## src/rtl/spi_presc_pkg.sv

```systemverilog
package spi_presc_pkg;

  // How the prescale field is interpreted
  typedef enum logic {
    ENC_LEGACY   = 1'b0,
    ENC_EXTENDED = 1'b1
  } presc_enc_e;

  // Level of the serial clock during the current phase
  typedef enum logic {
    PH_LOW  = 1'b0,
    PH_HIGH = 1'b1
  } sclk_phase_e;

endpackage

```

## src/rtl/presc_decode.sv

```systemverilog
module presc_decode
  import spi_presc_pkg::*;
#(
  parameter presc_enc_e ENC     = ENC_EXTENDED,
  parameter int         LIN_W   = 4,
  parameter int         EXP_W   = 3,
  parameter int         FIELD_W = LIN_W + EXP_W + 1,
  parameter int         DIV_W   = LIN_W + (1 << EXP_W) - 1
) (
  input  logic [FIELD_W-1:0] field,
  output logic [DIV_W-1:0]   divisor
);

  if (ENC == ENC_LEGACY) begin : g_legacy
    // Even divisors only: value 2*k when bit LIN_W is set, floor of 4
    function automatic logic [DIV_W-1:0] legacy_div(input logic [LIN_W:0] f);
      logic [DIV_W-1:0] d;
      d = {{(DIV_W-LIN_W-1){1'b0}}, f[LIN_W-1:0], 1'b0};
      if (!f[LIN_W] || (f[LIN_W-1:0] < LIN_W'(2)))
        d = DIV_W'(4);
      return d;
    endfunction

    logic unused_hi;
    assign unused_hi = ^field[FIELD_W-1:LIN_W+1];
    assign divisor   = legacy_div(field[LIN_W:0]);
  end else begin : g_extended
    // Linear factor times a power of two; exponent bits are split
    function automatic logic [DIV_W-1:0] ext_div(input logic [FIELD_W-1:0] f);
      logic [LIN_W-1:0] lin;
      logic [EXP_W-1:0] ex;
      lin = f[LIN_W-1:0];
      if (lin == '0)
        lin = LIN_W'(1);
      ex = {f[FIELD_W-1:LIN_W+2], f[LIN_W]};
      return DIV_W'(lin) << ex;
    endfunction

    logic unused_gap;
    assign unused_gap = field[LIN_W+1];
    assign divisor    = ext_div(field);
  end

endmodule

```

## src/rtl/presc_counter.sv

```systemverilog
module presc_counter
  import spi_presc_pkg::*;
#(
  parameter int DIV_W   = 11,
  parameter int RST_DIV = 4
) (
  input  logic             clk,
  input  logic             rst_n,
  input  logic             en,
  input  logic [DIV_W-1:0] next_div,
  output logic             tick,
  output logic             sclk,
  output logic             sclk_rise,
  output logic             sclk_fall,
  output logic [DIV_W-1:0] div_cur,
  output logic             reload
);

  // Longer half goes to the high phase
  function automatic logic [DIV_W-1:0] high_len(input logic [DIV_W-1:0] d);
    logic [DIV_W:0] s;
    s = {1'b0, d} + (DIV_W+1)'(1);
    return s[DIV_W:1];
  endfunction

  // Shorter half, never below one cycle
  function automatic logic [DIV_W-1:0] low_len(input logic [DIV_W-1:0] d);
    logic [DIV_W-1:0] h;
    h = d >> 1;
    if (h == '0)
      h = DIV_W'(1);
    return h;
  endfunction

  sclk_phase_e      ph_q;
  logic [DIV_W-1:0] cnt_q;
  logic [DIV_W-1:0] div_q;
  logic [DIV_W-1:0] phase_len;
  logic             phase_end;

  assign phase_len = (ph_q == PH_HIGH) ? high_len(div_q) : low_len(div_q);
  assign phase_end = en && (cnt_q == phase_len - DIV_W'(1));
  assign reload    = !en || (phase_end && (ph_q == PH_LOW));

  always_ff @(posedge clk or negedge rst_n) begin
    if (!rst_n) begin
      ph_q  <= PH_LOW;
      cnt_q <= '0;
      div_q <= DIV_W'(RST_DIV);
    end else begin
      if (!en) begin
        ph_q  <= PH_LOW;
        cnt_q <= '0;
      end else if (phase_end) begin
        ph_q  <= (ph_q == PH_HIGH) ? PH_LOW : PH_HIGH;
        cnt_q <= '0;
      end else begin
        cnt_q <= cnt_q + DIV_W'(1);
      end
      if (reload)
        div_q <= next_div;
    end
  end

  assign tick      = phase_end;
  assign sclk      = (ph_q == PH_HIGH);
  assign sclk_rise = phase_end && (ph_q == PH_LOW);
  assign sclk_fall = phase_end && (ph_q == PH_HIGH);
  assign div_cur   = div_q;

endmodule

```

## src/rtl/spi_sclk_prescaler.sv

```systemverilog
module spi_sclk_prescaler
  import spi_presc_pkg::*;
#(
  parameter presc_enc_e ENC   = ENC_EXTENDED,
  parameter int         LIN_W = 4,
  parameter int         EXP_W = 3
) (
  input  logic                   clk,
  input  logic                   rst_n,
  input  logic                   en,
  input  logic [LIN_W+EXP_W:0]   presc_field,
  output logic                   tick,
  output logic                   sclk,
  output logic                   sclk_rise,
  output logic                   sclk_fall
);

  localparam int FIELD_W = LIN_W + EXP_W + 1;
  localparam int DIV_W   = LIN_W + (1 << EXP_W) - 1;

  logic [DIV_W-1:0] div_next;
  logic [DIV_W-1:0] div_cur;
  logic             reload_evt;

  presc_decode #(
    .ENC     (ENC),
    .LIN_W   (LIN_W),
    .EXP_W   (EXP_W),
    .FIELD_W (FIELD_W),
    .DIV_W   (DIV_W)
  ) u_dec (
    .field   (presc_field),
    .divisor (div_next)
  );

  presc_counter #(
    .DIV_W   (DIV_W),
    .RST_DIV (4)
  ) u_cnt (
    .clk       (clk),
    .rst_n     (rst_n),
    .en        (en),
    .next_div  (div_next),
    .tick      (tick),
    .sclk      (sclk),
    .sclk_rise (sclk_rise),
    .sclk_fall (sclk_fall),
    .div_cur   (div_cur),
    .reload    (reload_evt)
  );

endmodule

```

## config.mk

```make
export PLATFORM = sky130hd
export DESIGN_NAME = spi_sclk_prescaler
export DESIGN_NICKNAME = d
export VERILOG_FILES = /design/src/rtl/spi_presc_pkg.sv /design/src/rtl/presc_decode.sv /design/src/rtl/presc_counter.sv /design/src/rtl/spi_sclk_prescaler.sv
export SDC_FILE = /design/constraint.sdc
export NUM_CORES = 1
export LEC_CHECK = 0
export CAP_MARGIN = 20
export CORE_MARGIN = 8
export CORE_UTILIZATION = 45
export DETAILED_ROUTE_END_ITERATION = 10
export GPL_ROUTABILITY_DRIVEN = 0
export PLACE_DENSITY_LB_ADDON = 0.12
export SLEW_MARGIN = 30
export SYNTH_ARGS = -nofsm -noshare
export SYNTH_HDL_FRONTEND = slang
export SYNTH_SLANG_ARGS = --single-unit
```

## constraint.sdc

```tcl
create_clock -name clk -period 4.6 [get_ports clk]
set_input_delay 0.92 -clock clk [delete_from_list [all_inputs] [get_ports clk]]
set_output_delay 0.92 -clock clk [all_outputs]
set_load 0.02 [all_outputs]
```

* Word-level counts from Yosys, hierarchy flattened
Index checks and enable logic that the tools add are counted.
** Storage, ports and cells
- Register bits after elaboration :: 23
- Latch bits :: 0
- RAM bits :: 0
- ROM bits :: 0
- Input port bits :: 11
- Memories :: 0
** Cells by class
- Add/subtract/negate cells :: 3
- Multiply operators :: 0
- Div/mod/pow operators :: 0
- Magnitude comparators :: 0
- Equal/unequal tests :: 2
- Shift operators :: 1
- Mux-type cells :: 8
- Bitwise gates (word level) :: 1
- Reductions and logical operators :: 7
** Operators by type and width (number)
- $mux 11 :: 3
- $add 11x1->12 const B :: 1
- $add 11x1->11 const B :: 1
- $eq 11x11->1 :: 1
- $logic_not 11->1 :: 1
- $shl 4x3->11 :: 1
- $sub 11x1->11 const B :: 1
- $mux 10 :: 1
- $logic_not 4->1 :: 1
- $mux 4 :: 1
- $logic_and 1x1->1 :: 3
- $mux 1 :: 3
- $ne 2x1->1 const B :: 1
- $logic_not 1->1 :: 1
- $logic_or 1x1->1 :: 1
- $not 1->1 :: 1

* Longest topological paths before layout
- Depth in word-level cells :: 8
- Mapped depth :: 15
- Mapped depth without buffers :: 12

* By module
From an unflattened synthesis, not the netlist that was laid out.
** Second synthesis, totals
- Cell total of the unflattened synthesis :: 230
- Area, all modules :: 2110.8 µm²
** Modules (own cells, without submodules)
- presc_counter :: times used 1, cells each 194, area an instance 1848.0 µm², sequential area each 576.8 µm²
- presc_decode :: times used 1, cells each 36, area an instance 262.8 µm², sequential area each 0.0 µm²

* Worst setup path before layout
No wires, ideal clock.
- Kind :: register to output
- Start :: register u_cnt.ph_q (netlist: u_cnt.sclk)
- End :: output port sclk_fall
- Data arrival time :: 3315 ps
- Required time :: 3680 ps
- Setup slack :: 365 ps
- Stages on the path, launching flop included :: 14
- Cell sequence :: dfrtp_1 -> buf_4 -> clkbuf_1 -> nand2_1 -> xor2_1 -> ha_1 -> xor2_1 -> xnor2_1 -> xnor2_1 -> nand4_1 -> a311oi_1 -> nand4_1 -> clkbuf_1 -> nor4_1
** On the way
- Longest elaborated chain between the ends :: 5
** Ends and longest elaborated chain
- start, declared :: line presc_counter.sv:35 : sclk_phase_e ph_q;
- start signal, assigned :: line presc_counter.sv:55 : ph_q <= (ph_q == PH_HIGH) ? PH_LOW : PH_HIGH;
- $mux 11 :: line presc_counter.sv:41 : assign phase_len = (ph_q == PH_HIGH) ? high_len(div_q) : low_len(div_q);
- $sub 11x1->11 :: line presc_counter.sv:42 : assign phase_end = en && (cnt_q == phase_len - DIV_W'(1));
- $eq 11x11->1 :: line presc_counter.sv:42
- $logic_and 1x1->1 :: line presc_counter.sv:42
- $logic_and 1x1->1 * :: line presc_counter.sv:68 : assign sclk_fall = phase_end && (ph_q == PH_HIGH);
- end, declared :: line spi_sclk_prescaler.sv:15 : output logic sclk_fall
Mark *: on every way between the ends. The rest lies on a longest branch, timed or not.

* Worst setup path in the final report
- Start :: register u_cnt.div_q[0] (netlist: u_cnt.div_cur[0])
- End :: output port sclk_fall
** On the way
- Longest elaborated chain between the ends :: 6
** Ends and longest elaborated chain
- start, declared :: line presc_counter.sv:37 : logic [DIV_W-1:0] div_q;
- start signal, assigned :: line presc_counter.sv:49 : div_q <= DIV_W'(RST_DIV);
- start signal, assigned :: line presc_counter.sv:61 : div_q <= next_div;
- $add 11x1->12 :: line presc_counter.sv:22 : s = {1'b0, d} + (DIV_W+1)'(1);
- $mux 11 :: line presc_counter.sv:41
- $sub 11x1->11 :: line presc_counter.sv:42
- $eq 11x11->1 :: line presc_counter.sv:42
- $logic_and 1x1->1 :: line presc_counter.sv:42
- $logic_and 1x1->1 :: line presc_counter.sv:68
Every way passes these cells.

==> results by group <==
Clock network
  – Clock latency on the worst-skew pair: 280 ps
  – CTS tree: done
  – Total CTS buffers: 3
  – H-tree Lvls: 1
  – CTS root buf: clkbuf_8
  – Clock-pin transition on the worst setup and hold timing paths: 90 ps
  – Max clock buf depth: 2
  – Clock Sinks: 23

Finish
  – Post-route cell area: 2300 µm²
  – Multi-input gate area: 1360 µm²
  – Share of cells above drive strength 1: 16.6%
  – Commonest non-fill, non-tap cell in the layout: dfrtp_1
  – Layout Cells excl Fill: 299
  – # diodes: 0
  – Layout area overhead: 14.5%
  – Final core utilization: 53.1%
  – Commonest cells after routing, fill and taps aside: dfrtp_1 (22), nor2_1 (20), xnor2_1 (19)
  – Nets: 262
  – # fillers: 444
  – Register area: 577 µm²

Setup path
  – R2R depth: 15
  – CP endpoint kind: output pin
  – Critical path type: reg -> out
  – Required time of the critical path: 3680 ps
  – Crit path DAT: 3480 ps
  – Top fanout value on the critical path: 5
  – Critical path startpoint category: flop

Die
  – Die Y: 82.8 µm
  – DIE AREA: 6850 µm²
  – # rows: 24
  – Core area: 4320 µm²
  – Die Wd: 82.8 µm
  – Num ports: 15
  – Starting Density: 46.4%

Route
  – Starting DRT DRC Count: 114
  – Antenna-violating nets left: 0
  – Routed wire length: 4.98 mm
  – Post-DR wirelength/cell: 16.6 µm
  – Iteration count of the initial detailed-routing pass: 4
  – Total number of vias: 1769
  – Vias per inst: 5.92
  – # DRC: 0

Yosys
  – Syn nets: 244
  – Syn Inst Count: 230
  – Synth warn: 0
  – Post-synth top area cell: dfrtp_1
  – Syn Std Cell Area: 2010 µm²
  – Syn Area/Cell: 8.72 µm²
  – Ranking of synthesized cells by area: dfrtp_1 (27%), xnor2_1 (8.3%), xor2_1 (4.8%)
  – Post-synthesis async set-or-reset flop share: 100%
  – Post-synth cell types: 51
  – EDFF count, synth: 0
  – Share of the synthesized area in the top cell type: 27.4%
  – Sequential-to-total area share from yosys stat: 28.8%
  – Flops & latches, synth: 23
  – Primary FF master, synth: dfrtp_1

Timing
  – Fin crit share: 95.7%
  – Setup Viol. Count Final: 0
  – Slew Limit Fails: 0
  – Final Hold Fails: 0
  – Worst slew pin tran: 794 ps
  – Final Critical Period: 4400 ps
  – Max frequency: 227 MHz
  – Relative slew slack: 46.7%
  – Final Skew: 11.1 ps
  – Hold slack: 540 ps

Power
  – VDD IR max: 0.147 mV
  – Net Switching: 215 µW
  – Clock network fraction of design power: 22.5%
  – Pwr per Cell Area: 258 nW/µm²
  – Sequential power share: 38.6%
  – Logic pwr share: 38.9%
  – Int Power: 377 µW
  – Net Sw Frac: 36.3%
  – Leak: 0.000931 µW

Global route
  – Initial antenna violation count: 0
  – Largest net degree at the start of global routing: 24
  – M1 GR Usage: 20.7%
  – First-pass GRT wire length: 8.23 mm
  – Busiest layer in global routing: met2
  – Vias in the first global route: 1701
  – Tot GR Track Use: 15.3%
  – M3 GR Usage: 3.03%
  – Grt total ovfl: 0
  – Met2 Track Usage GR: 24.0%

Status
  – Status: completed

Placement
  – Buffers on Ports: 13
  – Placed Instance Area: 2210 µm²
  – Placed cells: 292
  – DPL Wire Length: 3.62 mm

Run
  – Max Cap Violations: 0

Min path
  – Worst min-delay path class: reg -> reg
  – Worst hold path depth: 1
power by group through the flow:
stage	clock, µW	combinational (µW)	sequential, µW
global route	139	254	231
CTS	135	218	229
detailed placement	0	215	233
global placement	0	213	233
floorplan	0	163	228
finish	133	230	229
worst max-delay path: stages (launching register included):
cell and delay (ps):
dfrtp_1 400, ha_1 290, mux2_2 280, a31oi_2 220
ha_4 200, xor2_1 180, xnor2_1 150, xnor2_1 130
nand4_1 150, a311oi_2 290, nand4_1 260, buf_4 220
nor4_1 200, clkbuf_2 240
synthesized netlist by cell type (all sizes together) (5+ instances only):
cell / n
clkbuf: 6
a21oi: 8
inv: 7
xnor2: 19
and3: 7
nand2: 17
buf: 9
or3: 5
xor2: 11
mux2: 8
nand4: 7
o311ai: 5
nor2: 20
dfrtp: 22
nor3: 7
nand3: 11
nor4: 6
o21ai: 13
state kept, by name (all words and copies together) (netlist names):
signal / flops
u_cnt.sclk: 1
u_cnt.div_cur: 11
u_cnt.cnt_q: 11
layer usage:
metal  vias up  share of wire, %
met2        41                45
met4         0               1.2
met5         -                 0
met3         6               4.8
li1        884                 -
met1       838                49
cell families (layout without fill, tap and decap cells):
logic type	count (synthesis)	count (layout)	synth area share [%]
buffers and inverters	22	39	5.18
multiplexers	12	12	7.42
AND/OR/NAND/NOR	90	90	25.0
adder cells (fa/ha/maj)	3	3	1.87
XOR/XNOR	31	31	14.2
AO/OA/AOI/OAI	49	49	17.6
flip-flops	23	23	28.8
path summary, 6_finish.rpt:
kind / endpoint / slack [ps] / from
min in group asynchronous: u_cnt.cnt_q[1] / 620 / rst_n
worst max register to register: u_cnt.div_cur[5] / 640 / u_cnt.div_cur[0]
worst max-delay path: sclk_fall / 200 / u_cnt.div_cur[0]
worst min register to register: u_cnt.cnt_q[0] / 540 / u_cnt.cnt_q[0]
max in group asynchronous: u_cnt.div_cur[2] / 3600 / rst_n
worst min-delay path: u_cnt.cnt_q[0] / 540 / u_cnt.cnt_q[0]
stage by stage:
step	setup slack [ps]	total power, µW	setup TNS (ps)
final	197	592	0
after global routing	-25.6	625	-49.4
after CTS	50.1	582	0
after detailed placement	101	449	0
after global placement	156	446	0
after floorplan	365	391	0
final cells by class:
| class | count | share of cell area (%) |
|---|---|---|
| repair buffers | 28 | 9.86 |
| clock buffers | 3 | 1.80 |
| clock inverters | 1 | 0.218 |
| inverters | 7 | 1.14 |
| flip-flops and latches | 23 | 25.1 |
| multi-input cells | 185 | 59.0 |
| well taps | 52 | 2.83 |
what timing repair did:
action                                  4_1_cts  5_1_grt
hold endpoints to repair                      0        0
gates resized for setup                       3       12
endpoints found under the setup margin        3        3
pin swaps                                     1        2
hold buffers                                  0        0
setup buffers                                 3        0
Power figures use the tool's default switching activity.
